**config.mk**
```make
export PLATFORM = sky130hd
export DESIGN_NAME = mc_core
export DESIGN_NICKNAME = d
export VERILOG_FILES = /design/src/rtl/mc_pkg.sv /design/src/rtl/mc_alu.sv /design/src/rtl/mc_regfile.sv /design/src/rtl/mc_ctrl.sv /design/src/rtl/mc_core.sv
export SDC_FILE = /design/constraint.sdc
export NUM_CORES = 2
export LEC_CHECK = 0
export BUFFER_PORTS_ARGS = -buffer_cell sky130_fd_sc_hd__buf_4
export CAP_MARGIN = 15
export CORE_MARGIN = 1
export CORE_UTILIZATION = 60
export CTS_BUF_LIST = sky130_fd_sc_hd__clkbuf_4
export DETAILED_ROUTE_END_ITERATION = 16
export PLACE_DENSITY = 0.76
export SLEW_MARGIN = 20
export SYNTH_ARGS = -nofsm -noshare
export SYNTH_HDL_FRONTEND = slang
export SYNTH_SLANG_ARGS = --single-unit
```
**constraint.sdc**
```tcl
create_clock -name clk -period 11.1 [get_ports clk]
set_clock_uncertainty 0.05 [all_clocks]
set_input_delay 2.775 -clock clk [delete_from_list [all_inputs] [get_ports clk]]
set_output_delay 2.775 -clock clk [all_outputs]
set_load 0.005 [all_outputs]
```
**src/rtl/mc_pkg.sv**
```systemverilog
package mc_pkg;

   localparam logic [5:0] OPC_REG  = 6'h00;
   localparam logic [5:0] OPC_JUMP = 6'h02;
   localparam logic [5:0] OPC_BEQ  = 6'h04;
   localparam logic [5:0] OPC_LOAD = 6'h23;
   localparam logic [5:0] OPC_STOR = 6'h2B;

   localparam logic [5:0] FN_ADD = 6'h20;
   localparam logic [5:0] FN_SUB = 6'h22;
   localparam logic [5:0] FN_AND = 6'h24;
   localparam logic [5:0] FN_OR  = 6'h25;
   localparam logic [5:0] FN_SLT = 6'h2A;

   typedef enum logic [3:0] {
      ST_FETCH, ST_DECODE, ST_ADDR, ST_LDMEM, ST_LDWB,
      ST_STMEM, ST_EXEC, ST_RWB, ST_BEQ, ST_JMP
   } mc_state_e;

   typedef enum logic {ASRC_PC = 1'b0, ASRC_REG = 1'b1} asrc_e;
   typedef enum logic [1:0] {BSRC_REG, BSRC_FOUR, BSRC_IMM, BSRC_BOFF} bsrc_e;
   typedef enum logic [1:0] {AMODE_ADD, AMODE_SUB, AMODE_FUNCT} alu_mode_e;
   typedef enum logic [1:0] {PCN_HOLD, PCN_INC, PCN_BRANCH, PCN_JUMP} pc_next_e;

   typedef struct packed {
      logic      ir_we;
      pc_next_e  pc_next;
      asrc_e     a_src;
      bsrc_e     b_src;
      alu_mode_e alu_mode;
      logic      rf_we;
      logic      rf_from_mem;
      logic      addr_from_alu;
      logic      mem_rd;
      logic      mem_wr;
   } ctl_t;

endpackage

```
**src/rtl/mc_alu.sv**
```systemverilog
module mc_alu
   import mc_pkg::*;
#(
   parameter int XLEN = 32
) (
   input  alu_mode_e       mode,
   input  logic [5:0]      funct,
   input  logic [XLEN-1:0] a,
   input  logic [XLEN-1:0] b,
   output logic [XLEN-1:0] y,
   output logic            zero
);

   logic [XLEN-1:0] sum, diff, lt;

   assign sum  = a + b;
   assign diff = a - b;
   assign lt   = {{(XLEN-1){1'b0}}, ($signed(a) < $signed(b))};

   always_comb begin
      unique case (mode)
         AMODE_SUB:   y = diff;
         AMODE_FUNCT: begin
            case (funct)
               FN_SUB:  y = diff;
               FN_AND:  y = a & b;
               FN_OR:   y = a | b;
               FN_SLT:  y = lt;
               default: y = sum;
            endcase
         end
         default:     y = sum;
      endcase
   end

   assign zero = (y == '0);

endmodule

```
**src/rtl/mc_regfile.sv**
```systemverilog
module mc_regfile #(
   parameter int XLEN     = 32,
   parameter int NREG     = 32,
   parameter bit ZERO_REG = 1'b1,
   localparam int AW      = $clog2(NREG)
) (
   input  logic            clk,
   input  logic [AW-1:0]   raddr1,
   input  logic [AW-1:0]   raddr2,
   input  logic            we,
   input  logic [AW-1:0]   waddr,
   input  logic [XLEN-1:0] wdata,
   output logic [XLEN-1:0] rdata1,
   output logic [XLEN-1:0] rdata2
);

   if (NREG < 2 || NREG > 32 || (1 << AW) != NREG) begin : g_bad_nreg
      $error("mc_regfile: NREG must be a power of two from 2 to 32");
   end

   logic [XLEN-1:0] regs [NREG];

   always_ff @(posedge clk) begin
      if (we) regs[waddr] <= wdata;
   end

   if (ZERO_REG) begin : g_zero
      assign rdata1 = (raddr1 == '0) ? '0 : regs[raddr1];
      assign rdata2 = (raddr2 == '0) ? '0 : regs[raddr2];
   end else begin : g_plain
      assign rdata1 = regs[raddr1];
      assign rdata2 = regs[raddr2];
   end

endmodule

```
**src/rtl/mc_ctrl.sv**
```systemverilog
module mc_ctrl
   import mc_pkg::*;
(
   input  logic       clk,
   input  logic       rst,
   input  logic [5:0] opcode,
   output mc_state_e  state_q,
   output ctl_t       ctl
);

   mc_state_e state_d;

   always_comb begin
      state_d = ST_FETCH;
      case (state_q)
         ST_FETCH:  state_d = ST_DECODE;
         ST_DECODE: begin
            case (opcode)
               OPC_LOAD, OPC_STOR: state_d = ST_ADDR;
               OPC_REG:            state_d = ST_EXEC;
               OPC_BEQ:            state_d = ST_BEQ;
               OPC_JUMP:           state_d = ST_JMP;
               default:            state_d = ST_FETCH;
            endcase
         end
         ST_ADDR:   state_d = (opcode == OPC_LOAD) ? ST_LDMEM : ST_STMEM;
         ST_LDMEM:  state_d = ST_LDWB;
         ST_EXEC:   state_d = ST_RWB;
         default:   state_d = ST_FETCH;
      endcase
   end

   always_ff @(posedge clk) begin
      if (rst) state_q <= ST_FETCH;
      else     state_q <= state_d;
   end

   always_comb begin
      ctl = '0;
      case (state_q)
         ST_FETCH: begin
            ctl.mem_rd  = 1'b1;
            ctl.ir_we   = 1'b1;
            ctl.b_src   = BSRC_FOUR;
            ctl.pc_next = PCN_INC;
         end
         ST_DECODE: ctl.b_src = BSRC_BOFF;
         ST_ADDR: begin
            ctl.a_src = ASRC_REG;
            ctl.b_src = BSRC_IMM;
         end
         ST_LDMEM: begin
            ctl.mem_rd        = 1'b1;
            ctl.addr_from_alu = 1'b1;
         end
         ST_LDWB: begin
            ctl.rf_we       = 1'b1;
            ctl.rf_from_mem = 1'b1;
         end
         ST_STMEM: begin
            ctl.mem_wr        = 1'b1;
            ctl.addr_from_alu = 1'b1;
         end
         ST_EXEC: begin
            ctl.a_src    = ASRC_REG;
            ctl.b_src    = BSRC_REG;
            ctl.alu_mode = AMODE_FUNCT;
         end
         ST_RWB: ctl.rf_we = 1'b1;
         ST_BEQ: begin
            ctl.a_src    = ASRC_REG;
            ctl.b_src    = BSRC_REG;
            ctl.alu_mode = AMODE_SUB;
            ctl.pc_next  = PCN_BRANCH;
         end
         ST_JMP: ctl.pc_next = PCN_JUMP;
         default: ;
      endcase
   end

endmodule

```
**src/rtl/mc_core.sv**
```systemverilog
module mc_core
   import mc_pkg::*;
#(
   parameter int               XLEN     = 32,
   parameter int               NREG     = 32,
   parameter logic [XLEN-1:0]  RESET_PC = '0
) (
   input  logic            clk,
   input  logic            rst,
   output logic [XLEN-1:0] mem_addr,
   output logic [XLEN-1:0] mem_wdata,
   input  logic [XLEN-1:0] mem_rdata,
   output logic            mem_rd,
   output logic            mem_wr
);

   localparam int RIDX  = $clog2(NREG);
   localparam int IMM_W = 16;
   localparam int JT_W  = 26;

   if (XLEN != 32) begin : g_bad_xlen
      $error("mc_core: the instruction encoding fixes XLEN at 32");
   end

   mc_state_e       state_q;
   ctl_t            ctl;
   logic [XLEN-1:0] pc_q, ir_q, mdr_q, a_q, b_q, alu_out_q;
   logic [XLEN-1:0] rf_rd1, rf_rd2, rf_wdata;
   logic [RIDX-1:0] rs_idx, rt_idx, rd_idx, rf_waddr;
   logic [XLEN-1:0] imm_sx, imm_boff, jump_tgt;
   logic [XLEN-1:0] alu_a, alu_b, alu_y;
   logic            alu_zero;

   assign rs_idx   = ir_q[21 +: RIDX];
   assign rt_idx   = ir_q[16 +: RIDX];
   assign rd_idx   = ir_q[11 +: RIDX];
   assign imm_sx   = {{(XLEN-IMM_W){ir_q[IMM_W-1]}}, ir_q[IMM_W-1:0]};
   assign imm_boff = {imm_sx[XLEN-3:0], 2'b00};
   assign jump_tgt = {pc_q[XLEN-1:XLEN-4], ir_q[JT_W-1:0], 2'b00};

   mc_ctrl u_ctrl (
      .clk     (clk),
      .rst     (rst),
      .opcode  (ir_q[31:26]),
      .state_q (state_q),
      .ctl     (ctl)
   );

   assign rf_waddr = ctl.rf_from_mem ? rt_idx : rd_idx;
   assign rf_wdata = ctl.rf_from_mem ? mdr_q  : alu_out_q;

   mc_regfile #(.XLEN(XLEN), .NREG(NREG), .ZERO_REG(1'b1)) u_rf (
      .clk    (clk),
      .raddr1 (rs_idx),
      .raddr2 (rt_idx),
      .we     (ctl.rf_we),
      .waddr  (rf_waddr),
      .wdata  (rf_wdata),
      .rdata1 (rf_rd1),
      .rdata2 (rf_rd2)
   );

   assign alu_a = (ctl.a_src == ASRC_REG) ? a_q : pc_q;

   always_comb begin
      unique case (ctl.b_src)
         BSRC_FOUR: alu_b = XLEN'(4);
         BSRC_IMM:  alu_b = imm_sx;
         BSRC_BOFF: alu_b = imm_boff;
         default:   alu_b = b_q;
      endcase
   end

   mc_alu #(.XLEN(XLEN)) u_alu (
      .mode  (ctl.alu_mode),
      .funct (ir_q[5:0]),
      .a     (alu_a),
      .b     (alu_b),
      .y     (alu_y),
      .zero  (alu_zero)
   );

   always_ff @(posedge clk) begin
      if (rst) begin
         pc_q <= RESET_PC;
         ir_q <= '0;
      end else begin
         if (ctl.ir_we) ir_q <= mem_rdata;
         case (ctl.pc_next)
            PCN_INC:    pc_q <= alu_y;
            PCN_BRANCH: if (alu_zero) pc_q <= alu_out_q;
            PCN_JUMP:   pc_q <= jump_tgt;
            default:    ;
         endcase
      end
   end

   always_ff @(posedge clk) begin
      mdr_q     <= mem_rdata;
      a_q       <= rf_rd1;
      b_q       <= rf_rd2;
      alu_out_q <= alu_y;
   end

   assign mem_addr  = ctl.addr_from_alu ? alu_out_q : pc_q;
   assign mem_wdata = b_q;
   assign mem_rd    = ctl.mem_rd;
   assign mem_wr    = ctl.mem_wr;

endmodule

```
**Word level (Yosys, flattened, before mapping)**

Memory sizes are Yosys's and may differ from the RTL's. A register that Yosys moved wholly into a read port is not among the register bits.
Cells that the tools add are included.

- Equal/unequal tests: 26
- Bitwise gates (word level): 3
- Multiplexer cells: 24
- Reductions and logical operators: 14
- $add $sub $neg: 2
- $lt $le $gt $ge: 1

Operators by type and width:

| cell | count |
|---|---|
| one-hot mux 32 bit (3 select lines) | 2 |
| two-way mux 32 bit | 4 |
| one-hot mux 32 bit (4 select lines) | 1 |
| one-hot mux 32 bit (2 select lines) | 1 |
| == test 6 bit (second input constant) | 6 |
| adder 32 bit | 1 |
| AND 32 bit | 1 |
| zero test 32 bit | 1 |
| less-than comparator 32 bit | 1 |
| OR 32 bit | 1 |
| subtractor 32 bit | 1 |
| one-hot mux 4 bit (5 select lines) | 1 |
| == test 4 x 3 -> 1 bit (second input constant) | 4 |
| one-hot mux 4 bit (4 select lines) | 1 |
| one-hot mux 2 bit (3 select lines) | 2 |
| == test 2 bit (second input constant) | 5 |
| zero test 5 bit | 2 |
| two-way mux 1 bit | 9 |
| == test 4 x 2 -> 1 bit (second input constant) | 2 |
| == test 4 bit (second input constant) | 2 |
| OR reduction 2 bit | 4 |
| == test 2 x 1 -> 1 bit (second input constant) | 3 |
| == test 6 x 2 -> 1 bit (second input constant) | 1 |
| == test 6 x 3 -> 1 bit (second input constant) | 1 |
| 13 further kinds | 13 |

- Memories kept: 1
- Output and inout bits: 66
- Input port bits: 34
- Bits in writable memories: 1024
- Register bits after elaboration: 132
- Word-level logic and storage cells: 77

Memory list:

| memory | depth | width | read ports | clocked after memory_dff | write ports | RTL line | RTL |
|---|---|---|---|---|---|---|---|
| u_rf.regs | 32 | 32 | 2 | 2 | 1 | mc_regfile.sv:21 | `logic [XLEN-1:0] regs [NREG];` |

**Longest topological paths before layout**

- Depth in word-level cells: 10
- Depth in mapped cells: 24
- Depth with buffers taken out: 21

**Modules after synthesis**

Synthesis repeated with hierarchy kept, for this count alone.

- Cells, all modules: 3977
- Area, all modules: 60374.2 um^2

By module, submodules not included:

| module | area each (um^2) | cells each | instances | seq. area each (um^2) |
|---|---|---|---|---|
| mc_regfile | 46960.0 | 2400 | 1 | 30749.5 |
| mc_core | 7048.0 | 601 | 1 | 3843.7 |
| mc_alu | 5980.7 | 931 | 1 | 0.0 |
| mc_ctrl | 385.4 | 45 | 1 | 80.1 |

**Worst setup path after synthesis**

Ideal clock, no wire load.

- Kind: register to register
- Start point: register ir_q[0]
- End point: register pc_q[10]
- Stages on the path, launching flop included: 23
- Library setup time: 146 ps
- Data required time: 10904 ps
- Arrival: 5651 ps
- Setup slack: 5253 ps
- Path buffers: 6
- Period minus slack after synthesis: 5847 ps
- Cells stage by stage: dfxtp_1 -> clkbuf_1 -> clkbuf_1 -> buf_2 -> buf_2 -> buf_1 -> a32o_1 -> ha_1 -> inv_1 -> fa_1 -> nand2b_1 -> a2111oi_4 -> o2111ai_1 -> o221ai_1 -> o21ai_0 -> a2111o_1 -> and3_4 -> nand2b_1 -> or4_4 -> o41a_1 -> nor2_8 -> buf_6 -> a211oi_2

- Word-level cells in the longest chain between the ends: 7
- Elaborated cells on any way between the ends: 16
- Classes of those cells: add/sub (2); order compare (1); eq/ne (5); mux (4); bitwise (2); reduce/logical (2)

RTL lines:

| what | RTL line | RTL |
|---|---|---|
| from (decl) | mc_core.sv:27 | `logic [XLEN-1:0] pc_q, ir_q, mdr_q, a_q, b_q, alu_out_q;` |
| from (signal assigned) | mc_core.sv:88 | `if (ctl.ir_we) ir_q <= mem_rdata;` |
| one-hot mux 32 bit (3 select lines) | mc_core.sv:66 | `unique case (ctl.b_src)` |
| adder 32 bit / subtractor 32 bit (equally long branches) | mc_alu.sv:16, mc_alu.sv:17 |  |
| one-hot mux 32 bit (4 select lines) | mc_alu.sv:24 | `case (funct)` |
| one-hot mux 32 bit (2 select lines) * | mc_alu.sv:21 | `unique case (mode)` |
| via alu_y[26] | mc_core.sv:31 | `logic [XLEN-1:0] alu_a, alu_b, alu_y;` |
| zero test 32 bit * | mc_alu.sv:36 | `assign zero = (y == '0);` |
| != test 2 bit (no line) * | - |  |
| AND reduction 2 bit (no line) * | - |  |
| to (signal assigned) | mc_core.sv:90 | `PCN_INC: pc_q <= alu_y;` |
| to (signal assigned) | mc_core.sv:91 | `PCN_BRANCH: if (alu_zero) pc_q <= alu_out_q;` |
| to (signal assigned) | mc_core.sv:92 | `PCN_JUMP: pc_q <= jump_tgt;` |
| to (decl) | mc_core.sv:27 |  |

The timed path passes the listed nets; every way through them passes the cells marked *.
A chain may end at the register's enable or synchronous reset.

**Final worst setup path**

- Start point: register u_ctrl.state_q[3]
- End point: register pc_q[1]

- Word-level cells in the longest chain between the ends: 10
- Elaborated cells on any way between the ends: 33
- Classes of those cells: add/sub (2); order compare (1); eq/ne (14); mux (9); bitwise (2); reduce/logical (5)

RTL lines:

| what | RTL line | RTL |
|---|---|---|
| from (decl) | mc_ctrl.sv:7 | `output mc_state_e state_q,` |
| from (signal assigned) | mc_ctrl.sv:35 | `else state_q <= state_d;` |
| == test 4 x 2 -> 1 bit, or another cell as far along | mc_ctrl.sv:40 | `case (state_q)` |
| one-hot mux 2 bit (3 select lines) / OR reduction 3 bit (equally long branches) | - |  |
| == test 2 bit, or another cell as far along | mc_core.sv:66 |  |
| one-hot mux 32 bit (3 select lines) / two-way mux 32 bit (equally long branches) | mc_core.sv:66, mc_core.sv:63 |  |
| adder 32 bit, or another cell as far along | mc_alu.sv:16 | `assign sum = a + b;` |
| one-hot mux 32 bit (4 select lines) | mc_alu.sv:24 |  |
| one-hot mux 32 bit (2 select lines) * | mc_alu.sv:21 |  |
| via alu_y[6] | mc_core.sv:31 |  |
| zero test 32 bit * | mc_alu.sv:36 |  |
| != test 2 bit (no line) * | - |  |
| AND reduction 2 bit (no line) * | - |  |

Marked as above.

==> run summary <==
Switching share of total power = 0.413
Worst reg-to-reg setup slack = 3.38 ns
Worst-path maximum fanout = 27
Num rows = 116
Worst Hold Class = reg -> reg
Crit. End Element = flop
Synth area leaders = edfxtp_1 50%, mux4_2 17%, dfxtp_1 6.4%, mux2_2 3.3%, mux2i_1 3.1%
Worst slew pin tran = 1.13 ns
Pwr Density = 274 nW/µm²
Post-synthesis cell area = 61300 µm²
Drt via density = 7.33
Data arrival, critical path = 8.74 ns
Worst slew margin = 0.242
Delay of the slowest critical-path stage = 0.82 ns
Max frequency = 129 MHz
Filler Cells Inserted = 6990
Initial antenna violation count = 7
Synth cell types = 99
Setup violators final = 0
IO Count = 100
R2r startpoint = u_ctrl.state_q[3]
CTS tree = yes
Unrepaired setup endpoints after global routing = false
Post-Place Cells = 5289
Iteration-0 DRC Markers = 6379
Stages on the worst setup path = 18
Async SR Flop Fraction = 0
# hold bufs at CTS = 0
CP max-delay cell = nor2_1
Psw = 7.67 mW
Post-synthesis sequential area ratio = 0.565
DRT Pass-1 Iters = 7
Cell count of the worst hold path = 2
Largest area contributor in the netlist = edfxtp_1
Crit share post-route = 0.696
Total power = 18.5 mW
Share of layout cells above drive strength 1 = 0.328
Core Region = 101000 µm²
Status = finished, final reports clean
First-pass GRT wire length = 291000 µm
Largest net degree at the start of global routing = 99
Seq. cell area = 34700 µm²
Nets = 4396
CTS Buf Count = 325
Final hold vios = 0
Gr usage total = 0.399
Multi-input logic area = 25300 µm²
Cell-internal power = 10.9 mW
Root Buffer = clkbuf_4
PortBufs = 99
CTS Sinks = 1220
Final HPWL DP = 127000 µm
Worst vdd rail ir drop = 0.146 mV
# DRC = 0
Area growth, synth to finish = 10.3%
Crit Path Class = reg -> reg
Htree depth = 5
Maxcap violations = 0
RD Place Congestion = 1.01
Lkg Pwr = 22.4 nW
Setup tns final = 0 ns
ANT nets after route = 0
Final Non-Filler Cells = 5844
Drt total wl = 205000 µm
Syn avg cell area = 15.2 µm²
Buffers and inverters on the worst path = 1
Req. time, crit path = 12.12 ns
Die Y = 322 µm
Clock-pin slew on the worst setup and hold paths = 0.06 ns
Main synth FF type = edfxtp_1
Gate Count Post-Synth = 4046
Area fraction of the dominant cell type after synthesis = 0.501
CP delay by family, top = simple AND/OR/NAND/NOR gates
Die area = 104000 µm²
Die width = 322 µm
Final core utilization = 0.672
Worst Hold Launch = ir_q[29]
Syn nets = 4183
Final min period = 7.72 ns
Synth warn = 0
CTS Buffer Depth = 4
Reg2reg path depth = 18
CP cell instances = or2_2 > nor2_1 > a32o_1 > ha_1 > inv_1 > fa_1 > nand2b_1 > a2111oi_4 > or4_1 > a32oi_1 > nor2_1 > nor4b_1 > or4b_1 > nor3_1 > nand4_1 > o41a_1 > nor2_8 > o221a_2
Gate power share = 0.453
Worst hold path endpoint = ir_q[29]
Clock power frac = 0.207
Post-route cell area = 67600 µm²
Worst R2R End = pc_q[1]
Global route overflow = 0
Initial Util = 0.609
Vias in the first global route = 42204
Routed wire per std cell = 35.1 µm
Post-CTS setup buffers = 0
CP dominant cell by count = nor2_1
Number of synthesized flops with an enable pin = 1024
Nature of the critical path startpoint = flop
Seq pwr share = 0.340
Vias = 42824
Post-CTS sizing = 0
Synth Register Bits = 1220
Clock Latency Late Sink = 1.22 ns
DP Area = 63700 µm²
Slew Limit Fails = 0
==> sequential cells by signal (all words and copies together) (netlist names) <==
register / count
pc_q: 32
mem_wdata: 32
mdr_q: 32
alu_out_q: 32
u_ctrl.state_q: 4
u_rf.regs: 1024
a_q: 32
ir_q: 32
==> routing by layer <==
| layer | vias to the layer above | global-route usage | share of wire | wire length (µm) |
|---|---|---|---|---|
| met5 | - | 0 | 0.00027 | 56 |
| met4 | 4 | 0.236 | 0.067 | 13600 |
| met3 | 726 | 0.112 | 0.13 | 27400 |
| met2 | 3501 | 0.598 | 0.45 | 92000 |
| met1 | 21408 | 0.525 | 0.35 | 71800 |
| li1 | 17185 | - | - | - |
==> cell usage in the layout (no fill, tap or decap), drive strengths merged, types with 81 or more instances in the layout <==
cell type,count
edfxtp,1024
clkbuf,472
mux4,468
a21oi,228
buf,200
dfxtp,196
mux2i,188
nor2,187
mux2,178
nand2,170
inv,117
ha,101
o21ai,81
==> how the worst max path moves through the flow <==
stage	start	to	slack (ns)
2_1_floorplan	ir_q[0]	pc_q[10]	5.25
3_3_place_gp	u_ctrl.state_q[1]	pc_q[1]	3.78
3_5_place_dp	u_ctrl.state_q[1]	pc_q[1]	3.76
4_1_cts	u_ctrl.state_q[3]	pc_q[1]	3.71
5_1_grt	u_ctrl.state_q[1]	pc_q[9]	3.20
6_report	u_ctrl.state_q[3]	pc_q[1]	3.38
==> metrics by stage <==
step	setup WS, ns	hold WS [ns]
floorplan	5.25	0.385
global placement	3.78	0.420
CTS	3.71	0.433
detailed placement	3.76	0.424
global route	3.20	0.447
finish	3.38	0.437
==> cells in the mapped netlist, types with 14 or more instances <==
cell and n:
edfxtp_1 1024, mux4_2 468, a21oi_1 221, clkbuf_1 221, dfxtp_1 196, mux2i_1 188
nor2_1 186, mux2_2 178, nand2_1 170, inv_1 110, ha_1 101, o21ai_0 74
o22ai_1 68, buf_1 66, a22o_1 58, o221ai_1 56, a221oi_1 52, nor3_1 52
o211ai_1 34, a211o_1 31, xnor2_1 31, nand3_1 29, a211oi_1 26, nand2b_1 26
a211oi_2 24, o21a_1 22, nor2b_1 18, nor4_1 17, buf_2 15, nand4_1 15
o31ai_1 15, a222oi_1 14
==> cells by family after synthesis <==
logic type / count (synthesis) / synth area share
flops: 1220 / 0.565
compound gates: 839 / 0.100
mux: 834 / 0.235
simple gates: 586 / 0.0457
buf+inv: 429 / 0.0276
fa+ha+maj: 103 / 0.0213
xor+xnor: 35 / 0.00500
==> cell type report <==
cell class	count	share of cell area
multi-input combinational	2397	0.374
tap	1357	0.0251
clock buffer	472	0.0524
clock inverter	75	0.00610
sequential	1220	0.513
inverter	115	0.00638
antenna	8	0.000296
timing repair buffer	200	0.0226
==> power by group through the flow <==
stage / combinational (mW) / sequential (mW) / clock [mW]
floorplan: 5.77 / 5.94 / 0
global placement: 8.10 / 6.36 / 0
detailed placement: 8.13 / 6.36 / 0
CTS: 8.17 / 6.27 / 3.87
global route: 8.80 / 6.31 / 4.12
finish: 8.41 / 6.30 / 3.83
==> worst min-delay path: cells and delay by family, from the launching register on <==
| kind | cells | cell delay (ns) |
|---|---|---|
| compound gates | 1 | 0.05 |
| flops | 1 | 0.33 |
| simple gates | 1 | 0.06 |
Note: power is estimated with default switching activity, not from simulation.
